`src/rtl/perdma_pkg.sv`:
```
// Shared types and register selects for the peripheral transfer channel.
package perdma_pkg;
    typedef enum logic {
        CH_IDLE = 1'b0,
        CH_BUSY = 1'b1
    } ch_state_e;

    localparam logic [1:0] SEL_PTR = 2'd0;
    localparam logic [1:0] SEL_CNT = 2'd1;
    localparam logic [1:0] SEL_IEN = 2'd2;
endpackage

```
`src/rtl/perdma_regs.sv`:
```
// Pointer, count, end-of-run flag and interrupt enable.
// Assumes xfer_done is a one-cycle pulse from the controller. A software
// write beats the hardware update of the same register in the same cycle.
module perdma_regs
    import perdma_pkg::*;
#(
    parameter int ADDR_W = 32,
    parameter int CNT_W  = 16
) (
    input  logic              clk,
    input  logic              rst_n,
    input  logic              wr_en,
    input  logic [1:0]        wr_sel,
    input  logic [ADDR_W-1:0] wr_data,
    input  logic              xfer_done,
    output logic [ADDR_W-1:0] ptr_q,
    output logic [CNT_W-1:0]  cnt_q,
    output logic              eot_q,
    output logic              ien_q,
    output logic              cnt_zero
);
    localparam logic [CNT_W-1:0] CNT_ONE = CNT_W'(1);

    logic ptr_wr, cnt_wr, ien_wr, cnt_wr_nz;

    // Decode the register write strobes.
    always_comb begin
        ptr_wr    = wr_en && (wr_sel == SEL_PTR);
        cnt_wr    = wr_en && (wr_sel == SEL_CNT);
        ien_wr    = wr_en && (wr_sel == SEL_IEN);
        cnt_wr_nz = cnt_wr && (wr_data[CNT_W-1:0] != '0);
        cnt_zero  = (cnt_q == '0);
    end

    // Pointer: software load, else advance on each completion.
    always_ff @(posedge clk) begin
        if (!rst_n)          ptr_q <= '0;
        else if (ptr_wr)     ptr_q <= wr_data;
        else if (xfer_done)  ptr_q <= ptr_q + ADDR_W'(1);
    end

    // Count: software load, else decrement on completion if non-zero.
    always_ff @(posedge clk) begin
        if (!rst_n)                       cnt_q <= '0;
        else if (cnt_wr)                  cnt_q <= wr_data[CNT_W-1:0];
        else if (xfer_done && !cnt_zero)  cnt_q <= cnt_q - CNT_ONE;
    end

    // End-of-run flag: cleared by a non-zero count load, set by the last access.
    always_ff @(posedge clk) begin
        if (!rst_n)                               eot_q <= 1'b0;
        else if (cnt_wr_nz)                       eot_q <= 1'b0;
        else if (xfer_done && cnt_q == CNT_ONE)   eot_q <= 1'b1;
    end

    // Interrupt enable bit.
    always_ff @(posedge clk) begin
        if (!rst_n)      ien_q <= 1'b0;
        else if (ien_wr) ien_q <= wr_data[0];
    end

    // a completion without a count write decrements a non-zero count.
    a_r6_cnt_dec: assert property (@(posedge clk) disable iff (!rst_n)
        (xfer_done && !cnt_wr && !cnt_zero) |=> (cnt_q == $past(cnt_q) - CNT_ONE));

    // a completion without a pointer write advances the pointer.
    a_r6_ptr_inc: assert property (@(posedge clk) disable iff (!rst_n)
        (xfer_done && !ptr_wr) |=> (ptr_q == $past(ptr_q) + ADDR_W'(1)));

    // the access that empties the count sets the flag.
    a_r9_eot_set: assert property (@(posedge clk) disable iff (!rst_n)
        (xfer_done && cnt_q == CNT_ONE && !cnt_wr) |=> eot_q);

    // a non-zero count load clears the flag.
    a_r10_eot_clr: assert property (@(posedge clk) disable iff (!rst_n)
        cnt_wr_nz |=> !eot_q);

    // the count never wraps below zero through a completion.
    a_r12_no_wrap: assert property (@(posedge clk) disable iff (!rst_n)
        (xfer_done && cnt_zero && !cnt_wr) |=> cnt_zero);
endmodule

```
`src/rtl/perdma_ctrl.sv`:
```
// Handshake controller: accepts a port request, runs one memory access,
// then acknowledges the port. RX_DIR picks write-to-memory (1) or
// read-from-memory (0). Assumes per_req is held until per_ack.
module perdma_ctrl
    import perdma_pkg::*;
#(
    parameter int ADDR_W = 32,
    parameter int DATA_W = 8,
    parameter bit RX_DIR = 1'b1
) (
    input  logic              clk,
    input  logic              rst_n,
    input  logic              per_req,
    input  logic [DATA_W-1:0] per_rdata,
    output logic              per_ack,
    output logic [DATA_W-1:0] per_wdata,
    output logic              mem_req,
    output logic              mem_we,
    output logic [ADDR_W-1:0] mem_addr,
    output logic [DATA_W-1:0] mem_wdata,
    input  logic [DATA_W-1:0] mem_rdata,
    input  logic              mem_ack,
    input  logic [ADDR_W-1:0] ptr,
    input  logic              cnt_zero,
    output logic              xfer_done
);
    ch_state_e         state_q;
    logic              accept;
    logic [DATA_W-1:0] data_q;

    // Accept only when idle, counted, and not in the acknowledge cycle.
    always_comb begin
        accept    = (state_q == CH_IDLE) && per_req && !per_ack && !cnt_zero;
        xfer_done = (state_q == CH_BUSY) && mem_ack;
        mem_req   = (state_q == CH_BUSY);
        mem_we    = RX_DIR;
    end

    // One outstanding access: idle to busy on accept, back on memory ack.
    always_ff @(posedge clk) begin
        if (!rst_n)          state_q <= CH_IDLE;
        else if (accept)     state_q <= CH_BUSY;
        else if (xfer_done)  state_q <= CH_IDLE;
    end

    // Address latch and one-cycle port acknowledge.
    always_ff @(posedge clk) begin
        if (!rst_n) begin
            mem_addr <= '0;
            per_ack  <= 1'b0;
        end else begin
            if (accept) mem_addr <= ptr;
            per_ack <= xfer_done;
        end
    end

    // Byte holding register, filled from the side the direction selects.
    always_ff @(posedge clk) begin
        if (!rst_n)                    data_q <= '0;
        else if (RX_DIR && accept)     data_q <= per_rdata;
        else if (!RX_DIR && xfer_done) data_q <= mem_rdata;
    end

    // Route the held byte to the side that consumes it.
    generate
        if (RX_DIR) begin : g_rx
            assign mem_wdata = data_q;
            assign per_wdata = '0;
        end else begin : g_tx
            assign mem_wdata = '0;
            assign per_wdata = data_q;
        end
    endgenerate

    // an unacknowledged memory request stays up with a stable address.
    a_r7_req_hold: assert property (@(posedge clk) disable iff (!rst_n)
        (mem_req && !mem_ack) |=> (mem_req && $stable(mem_addr)));

    // the port acknowledge follows a memory completion.
    a_r5_ack_after_mem: assert property (@(posedge clk) disable iff (!rst_n)
        $rose(per_ack) |-> $past(mem_req && mem_ack));

    // acknowledge lasts one cycle.
    a_r5_ack_single: assert property (@(posedge clk) disable iff (!rst_n)
        per_ack |=> !per_ack);

    // an idle channel with zero count starts no access.
    a_r8_zero_idle: assert property (@(posedge clk) disable iff (!rst_n)
        (!mem_req && cnt_zero) |=> !mem_req);

    // no new access starts in the acknowledge cycle.
    a_r7_no_reaccept: assert property (@(posedge clk) disable iff (!rst_n)
        per_ack |=> !mem_req);
endmodule

```
`src/rtl/perdma_chan.sv`:
```
// Top of the peripheral transfer channel: register file plus handshake
// controller. Combines the end-of-run flag with the interrupt enable.
module perdma_chan #(
    parameter int ADDR_W = 32,
    parameter int CNT_W  = 16,
    parameter int DATA_W = 8,
    parameter bit RX_DIR = 1'b1
) (
    input  logic              clk,
    input  logic              rst_n,
    input  logic              reg_wr_en,
    input  logic [1:0]        reg_sel,
    input  logic [ADDR_W-1:0] reg_wdata,
    output logic [ADDR_W-1:0] ptr_out,
    output logic [CNT_W-1:0]  cnt_out,
    output logic              eot_flag,
    output logic              irq,
    input  logic              per_req,
    input  logic [DATA_W-1:0] per_rdata,
    output logic              per_ack,
    output logic [DATA_W-1:0] per_wdata,
    output logic              mem_req,
    output logic              mem_we,
    output logic [ADDR_W-1:0] mem_addr,
    output logic [DATA_W-1:0] mem_wdata,
    input  logic [DATA_W-1:0] mem_rdata,
    input  logic              mem_ack
);
    logic xfer_done, cnt_zero, ien;

    perdma_regs #(.ADDR_W(ADDR_W), .CNT_W(CNT_W)) u_regs (
        .clk       (clk),
        .rst_n     (rst_n),
        .wr_en     (reg_wr_en),
        .wr_sel    (reg_sel),
        .wr_data   (reg_wdata),
        .xfer_done (xfer_done),
        .ptr_q     (ptr_out),
        .cnt_q     (cnt_out),
        .eot_q     (eot_flag),
        .ien_q     (ien),
        .cnt_zero  (cnt_zero)
    );

    perdma_ctrl #(.ADDR_W(ADDR_W), .DATA_W(DATA_W), .RX_DIR(RX_DIR)) u_ctrl (
        .clk       (clk),
        .rst_n     (rst_n),
        .per_req   (per_req),
        .per_rdata (per_rdata),
        .per_ack   (per_ack),
        .per_wdata (per_wdata),
        .mem_req   (mem_req),
        .mem_we    (mem_we),
        .mem_addr  (mem_addr),
        .mem_wdata (mem_wdata),
        .mem_rdata (mem_rdata),
        .mem_ack   (mem_ack),
        .ptr       (ptr_out),
        .cnt_zero  (cnt_zero),
        .xfer_done (xfer_done)
    );

    // Interrupt is the masked end-of-run status.
    assign irq = eot_flag & ien;

    // the interrupt never rises without the end-of-run flag.
    a_r11_irq_needs_eot: assert property (@(posedge clk) disable iff (!rst_n)
        irq |-> eot_flag);
endmodule

```
`config.mk`:
```
export PLATFORM = sky130hd
export DESIGN_NAME = perdma_chan
export DESIGN_NICKNAME = d
export VERILOG_FILES = /design/src/rtl/perdma_pkg.sv /design/src/rtl/perdma_regs.sv /design/src/rtl/perdma_ctrl.sv /design/src/rtl/perdma_chan.sv
export SDC_FILE = /design/constraint.sdc
export NUM_CORES = 1
export LEC_CHECK = 0
export BUFFER_PORTS_ARGS = -buffer_cell sky130_fd_sc_hd__clkbuf_2
export CELL_PAD_IN_SITES_DETAIL_PLACEMENT = 0
export CELL_PAD_IN_SITES_GLOBAL_PLACEMENT = 1
export CORE_AREA = 2 2 115 117
export CTS_CLUSTER_DIAMETER = 150
export CTS_CLUSTER_SIZE = 14
export DETAILED_ROUTE_END_ITERATION = 8
export DIE_AREA = 0 0 117 119
export PLACE_DENSITY_LB_ADDON = 0.1
export SETUP_SLACK_MARGIN = 0.4
export SLEW_MARGIN = 20
export SYNTH_ARGS = -nofsm -noshare
export SYNTH_HDL_FRONTEND = slang
export SYNTH_SLANG_ARGS = --single-unit
```
`constraint.sdc`:
```
create_clock -name clk -period 3.52 [get_ports clk]
set_input_delay 0.352 -clock clk [delete_from_list [all_inputs] [get_ports clk]]
set_output_delay 0.352 -clock clk [all_outputs]
set_load 0.01 [all_outputs]
```
# ---- Word-level counts from Yosys, hierarchy flattened
# Index checks and enable logic that the tools add are counted.
dict set report totals {
  regBits 92
  input_bits 55
  out_inout_bits 101
  elab_cells 41
}
dict set report classes {
  n_addsub 2
  n_eq_ne 3
  muxes 6
  bitwise_logic 3
  n_reduce_logical 19
}
# operator n
set ops {}
lappend ops {{$mux 32} 2}
lappend ops {{$add 32x1->32 const B} 1}
lappend ops {{$mux 16} 2}
lappend ops {{$eq 16x1->1 const B} 1}
lappend ops {{$logic_not 16->1} 1}
lappend ops {{$reduce_bool 16->1} 1}
lappend ops {{$sub 16x1->16 const B} 1}
lappend ops {{$logic_and 1x1->1} 10}
lappend ops {{$reduce_bool 2->1} 3}
lappend ops {{$eq 2x1->1 const B} 1}
lappend ops {{$eq 2x2->1 const B} 1}
lappend ops {{$logic_not 1->1} 2}
lappend ops {{$logic_not 2->1} 1}
lappend ops {{$mux 1} 2}
lappend ops {{$not 1->1} 2}
lappend ops {{$reduce_or 2->1} 1}
lappend ops {{$and 1x1->1} 1}

# ---- Longest topological paths before layout
dict set report logic_depth {
  word_depth 5
  depth_mapped 7
  depth_no_buf 7
}

# ---- Cells and area by module
# From an unflattened synthesis, not the netlist that was laid out.
dict set report hier_totals {
  hier_cells 530
  area_unflattened_um2 4598.2
}
# module n_inst cells_each area_per_inst_um2 seq_area_each_um2
set by_module_without_submodules {}
lappend by_module_without_submodules {perdma_regs 1 337 2806.4 1001.0}
lappend by_module_without_submodules {perdma_ctrl 1 192 1785.5 840.8}
lappend by_module_without_submodules {perdma_chan 1 1 6.3 0.0}

# ---- Worst setup path after synthesis
# No wires, ideal clock.
dict set report synth_path {
  path_kind {reg2reg}
  start {register u_regs.cnt_q[9]}
  end {register u_ctrl.mem_addr[1]}
  setup_ns 0.128
  arrival_time_ns 2.200
  required_time_ns 3.392
  path_slack_ns 1.193
  stages_incl_launch_ff 8
  n_path_buf 2
  synth_period_minus_slack_ns 2.327
  path_cell_list {dfxtp_1 or4_4 or4_4 buf_6 o21ai_4 buf_12 mux2i_1 nor2_1}
}
dict set report synth_between {
  elab_chain_len 3
}
# element line
set synth_rtl {}
lappend synth_rtl {{start: declaration} perdma_regs.sv:17} ;# output logic [CNT_W-1:0] cnt_q,
lappend synth_rtl {{start signal: assignment} perdma_regs.sv:45} ;# else if (cnt_wr) cnt_q <= wr_data[CNT_W-1:0];
lappend synth_rtl {{start signal: assignment} perdma_regs.sv:46} ;# else if (xfer_done && !cnt_zero) cnt_q <= cnt_q - CNT_ONE;
lappend synth_rtl {{$logic_not 16->1} perdma_regs.sv:32} ;# cnt_zero = (cnt_q == '0);
lappend synth_rtl {{$logic_not 1->1} perdma_ctrl.sv:33} ;# accept = (state_q == CH_IDLE) && per_req && !per_ack && !cnt_zero;
lappend synth_rtl {{$logic_and 1x1->1} perdma_ctrl.sv:33}
lappend synth_rtl {{end signal: assignment} perdma_ctrl.sv:52} ;# if (accept) mem_addr <= ptr;
lappend synth_rtl {{end: declaration} perdma_ctrl.sv:19} ;# output logic [ADDR_W-1:0] mem_addr,
# Every way passes these cells.
# A chain may end at the register's enable or synchronous reset.

# ---- Worst setup path in the final report
dict set report layout_path {
  start {register u_regs.cnt_q[9]}
  end {register u_ctrl.mem_addr[27]}
}
# The elaborated chain is that of the path after synthesis.

==> results.cfg <==
[outcome]
outcome = finished, final reports clean

[timing]
fin_ws_ns = 1.09
fin_crit_ns = 2.43
tns_ns = 0
finalHoldViolations = 0
finalClockSkew_ns = 0.00620
whs_ns = 0.234
finalSetupViolCount = 0
worstMarginPinSlew_ns = 0.994
max_freq_mhz = 412
max-slew-margin-rel_pct = 33.6
finalCritPeriodShare_pct = 68.9
grt_setup_unrepaired = no
slew_violations = 0

[power_and_ir_drop]
switching_power_mw = 0.749
vdd_drop_max_uv = 171
cellPowerDensity_nw_per_um2 = 493
pwr-share-comb_pct = 16.6
leakage_nw = 2.35
p_int_mw = 1.91
power_mw = 2.66
swShare_pct = 28.2
p_clk_share_pct = 39.2
seqPwrFrac_pct = 44.2

[setup_path]
startpoint_type = register
reg2reg_from = u_regs.cnt_q[9]
required_ns = 3.71
reg2reg_slack_ns = 1.09
endpoint_kind = register
worstPathArrival_ns = 2.62
worstSetupStartpoint = u_regs.cnt_q[9]
path_max_fanout = 41
path_class = reg2reg

[die]
rows = 42
die_y_um = 119
design.die.area_um2 = 13900
pin_count = 156
core_um2 = 12900
initial_core_util_pct = 33.8
die_w_um = 117

[place]
place_hpwl_um = 8790
gp_congestion = 0.789
dp.cells = 774
portBuffers = 138
post-place-ws_ns = 1.09

[logic_synthesis]
synth-edff-count = 0
ys_types = 45
syn_avg_cell_area_um2 = 8.94
ys_seq_area_share_pct = 42.3
synthFlopType = dfxtp_1
synth_top_area_share_pct = 42.3
yosys_warnings = 0
postSynthCellCount = 487
synth.cell_area_um2 = 4350
synth-seq-cells = 92
yosysTopAreaCell = dfxtp_1
synth.area.top_cells = dfxtp_1, mux2i_1, nor2_1, xnor2_1, o21ai_0
synth_async_sr_flop_share_pct = 0

[clock_tree]
cts_tree = done
clockRootBuffer = clkbuf_16
clockBufferDepth = 2
cts_setup_buffers = 0
numCtsBuffers = 9
ctsHoldBuffers = 0
clock_latency_ns = 0.35
cts.repair.resized = 0
clock_sinks = 92
path_clk_slew_ns = 0.07
h-tree-depth = 3

[finish]
layout_commonest_cell = clkbuf_2
layout.nets = 667
instances_no_fill = 791
layout_common_cells = clkbuf_2, dfxtp_1, nor2_1
syn_to_final_growth_pct = 24.1
drive_above_1_share_pct = 27.2

[hold_path]
min-delay-start = per_rdata[3]
hp-class = in2reg

[route]
drt_first_pass_iters = 4
vias_per_cell = 4.91
drt_iter0_drc = 165
wire_per_inst_um = 15.5
via_count = 3881
wirelength_um = 12300
drcViolationCount = 0
ant_nets = 0

[global_routing]
grt_pass1_vias = 3676
overflow = 0
grt_max_degree = 58
grt_antenna_before_repair = 1
grt_use_total_pct = 17.9
grt_pass1_wl_um = 19500

[flow_run]
maxCapViolations = 0
[cells in the mapped netlist, types with 2 or more instances]
cell	count
dfxtp_1	92
nor2_1	66
mux2i_1	42
o21ai_0	34
a21oi_1	32
xnor2_1	25
clkbuf_1	22
nand2_1	20
xor2_1	18
nand3_1	14
nor4_1	14
a211oi_1	13
nor3_1	13
buf_4	9
nand4_1	9
and3_1	5
and4_1	5
o21ai_1	5
and2_1	4
buf_12	4
ha_1	3
inv_1	3
o22ai_1	3
or2_2	3
or4_1	3
buf_2	2
conb_1	2
nand3b_1	2
nor3b_1	2
or3_1	2
or4_4	2
[per-layer routing]
| layer | routed length [µm] | GRT usage [%] |
|---|---|---|
| met1 | 6050 | 25.2 |
| met2 | 5540 | 27.1 |
| met3 | 570 | 3.36 |
| met4 | 97 | 6.99 |
| met5 | 0 | 0 |
[stage by stage]
step           area [µm²]  utilization (%)
6_report             5400             41.9
4_1_cts              5400             41.9
3_5_place_dp         5080             39.5
3_3_place_gp         5080             39.5
2_1_floorplan        4380                -
5_1_grt              5400             41.9
[power groups by stage]
stage	sequential (mW)	clock [mW]	combinational (mW)
5_1_grt	1.19	1.12	0.490
6_report	1.18	1.04	0.442
3_5_place_dp	1.20	0	0.445
3_3_place_gp	1.20	0	0.443
2_1_floorplan	1.21	0	0.312
4_1_cts	1.18	1.08	0.447
[cells by family (layout without fill, tap and decap cells)]
group / Yosys count / after routing / synth area share [%]
compound gates: 95 / 95 / 12.6
xor+xnor: 43 / 43 / 8.65
fa+ha+maj: 3 / 3 / 0.863
buf+inv: 41 / 161 / 6.04
flops: 92 / 92 / 42.3
mux: 43 / 43 / 9.92
other cells: 2 / 10 / 0.173
simple gates: 168 / 168 / 19.5
[worst paths after layout]
kind / to / depth (start not counted)
setup / recovery: u_ctrl.mem_addr[27] / 6
setup reg to reg: u_ctrl.mem_addr[27] / 6
hold / removal: u_ctrl.mem_wdata[3] / 3
hold reg to reg: u_regs.ien_q / 2
[registers in the layout (all words and copies together) (netlist names)]
signal / cells
u_ctrl.per_ack: 1
u_regs.cnt_q: 16
u_ctrl.mem_req: 1
u_regs.ien_q: 1
u_regs.ptr_q: 32
u_ctrl.mem_addr: 32
u_ctrl.mem_wdata: 8
u_regs.eot_q: 1
[critical path: stages, from the launching register on]
cell     delay (ns)
dfxtp_1        0.36
or4_4          0.59
or4_4          0.52
o21ai_4        0.19
buf_12         0.29
mux2i_1        0.23
nor2_1         0.05
[cell type report]
class	instances	area, µm²
repair buffers	142	733
inverters	3	11.3
flip-flops and latches	92	1840
fillers	1371	7480
clock inverters	7	91.3
well taps	176	220
diodes	1	2.50
multi-input cells	361	2270
clock buffers	9	225
(Power assumes the default switching activity.)
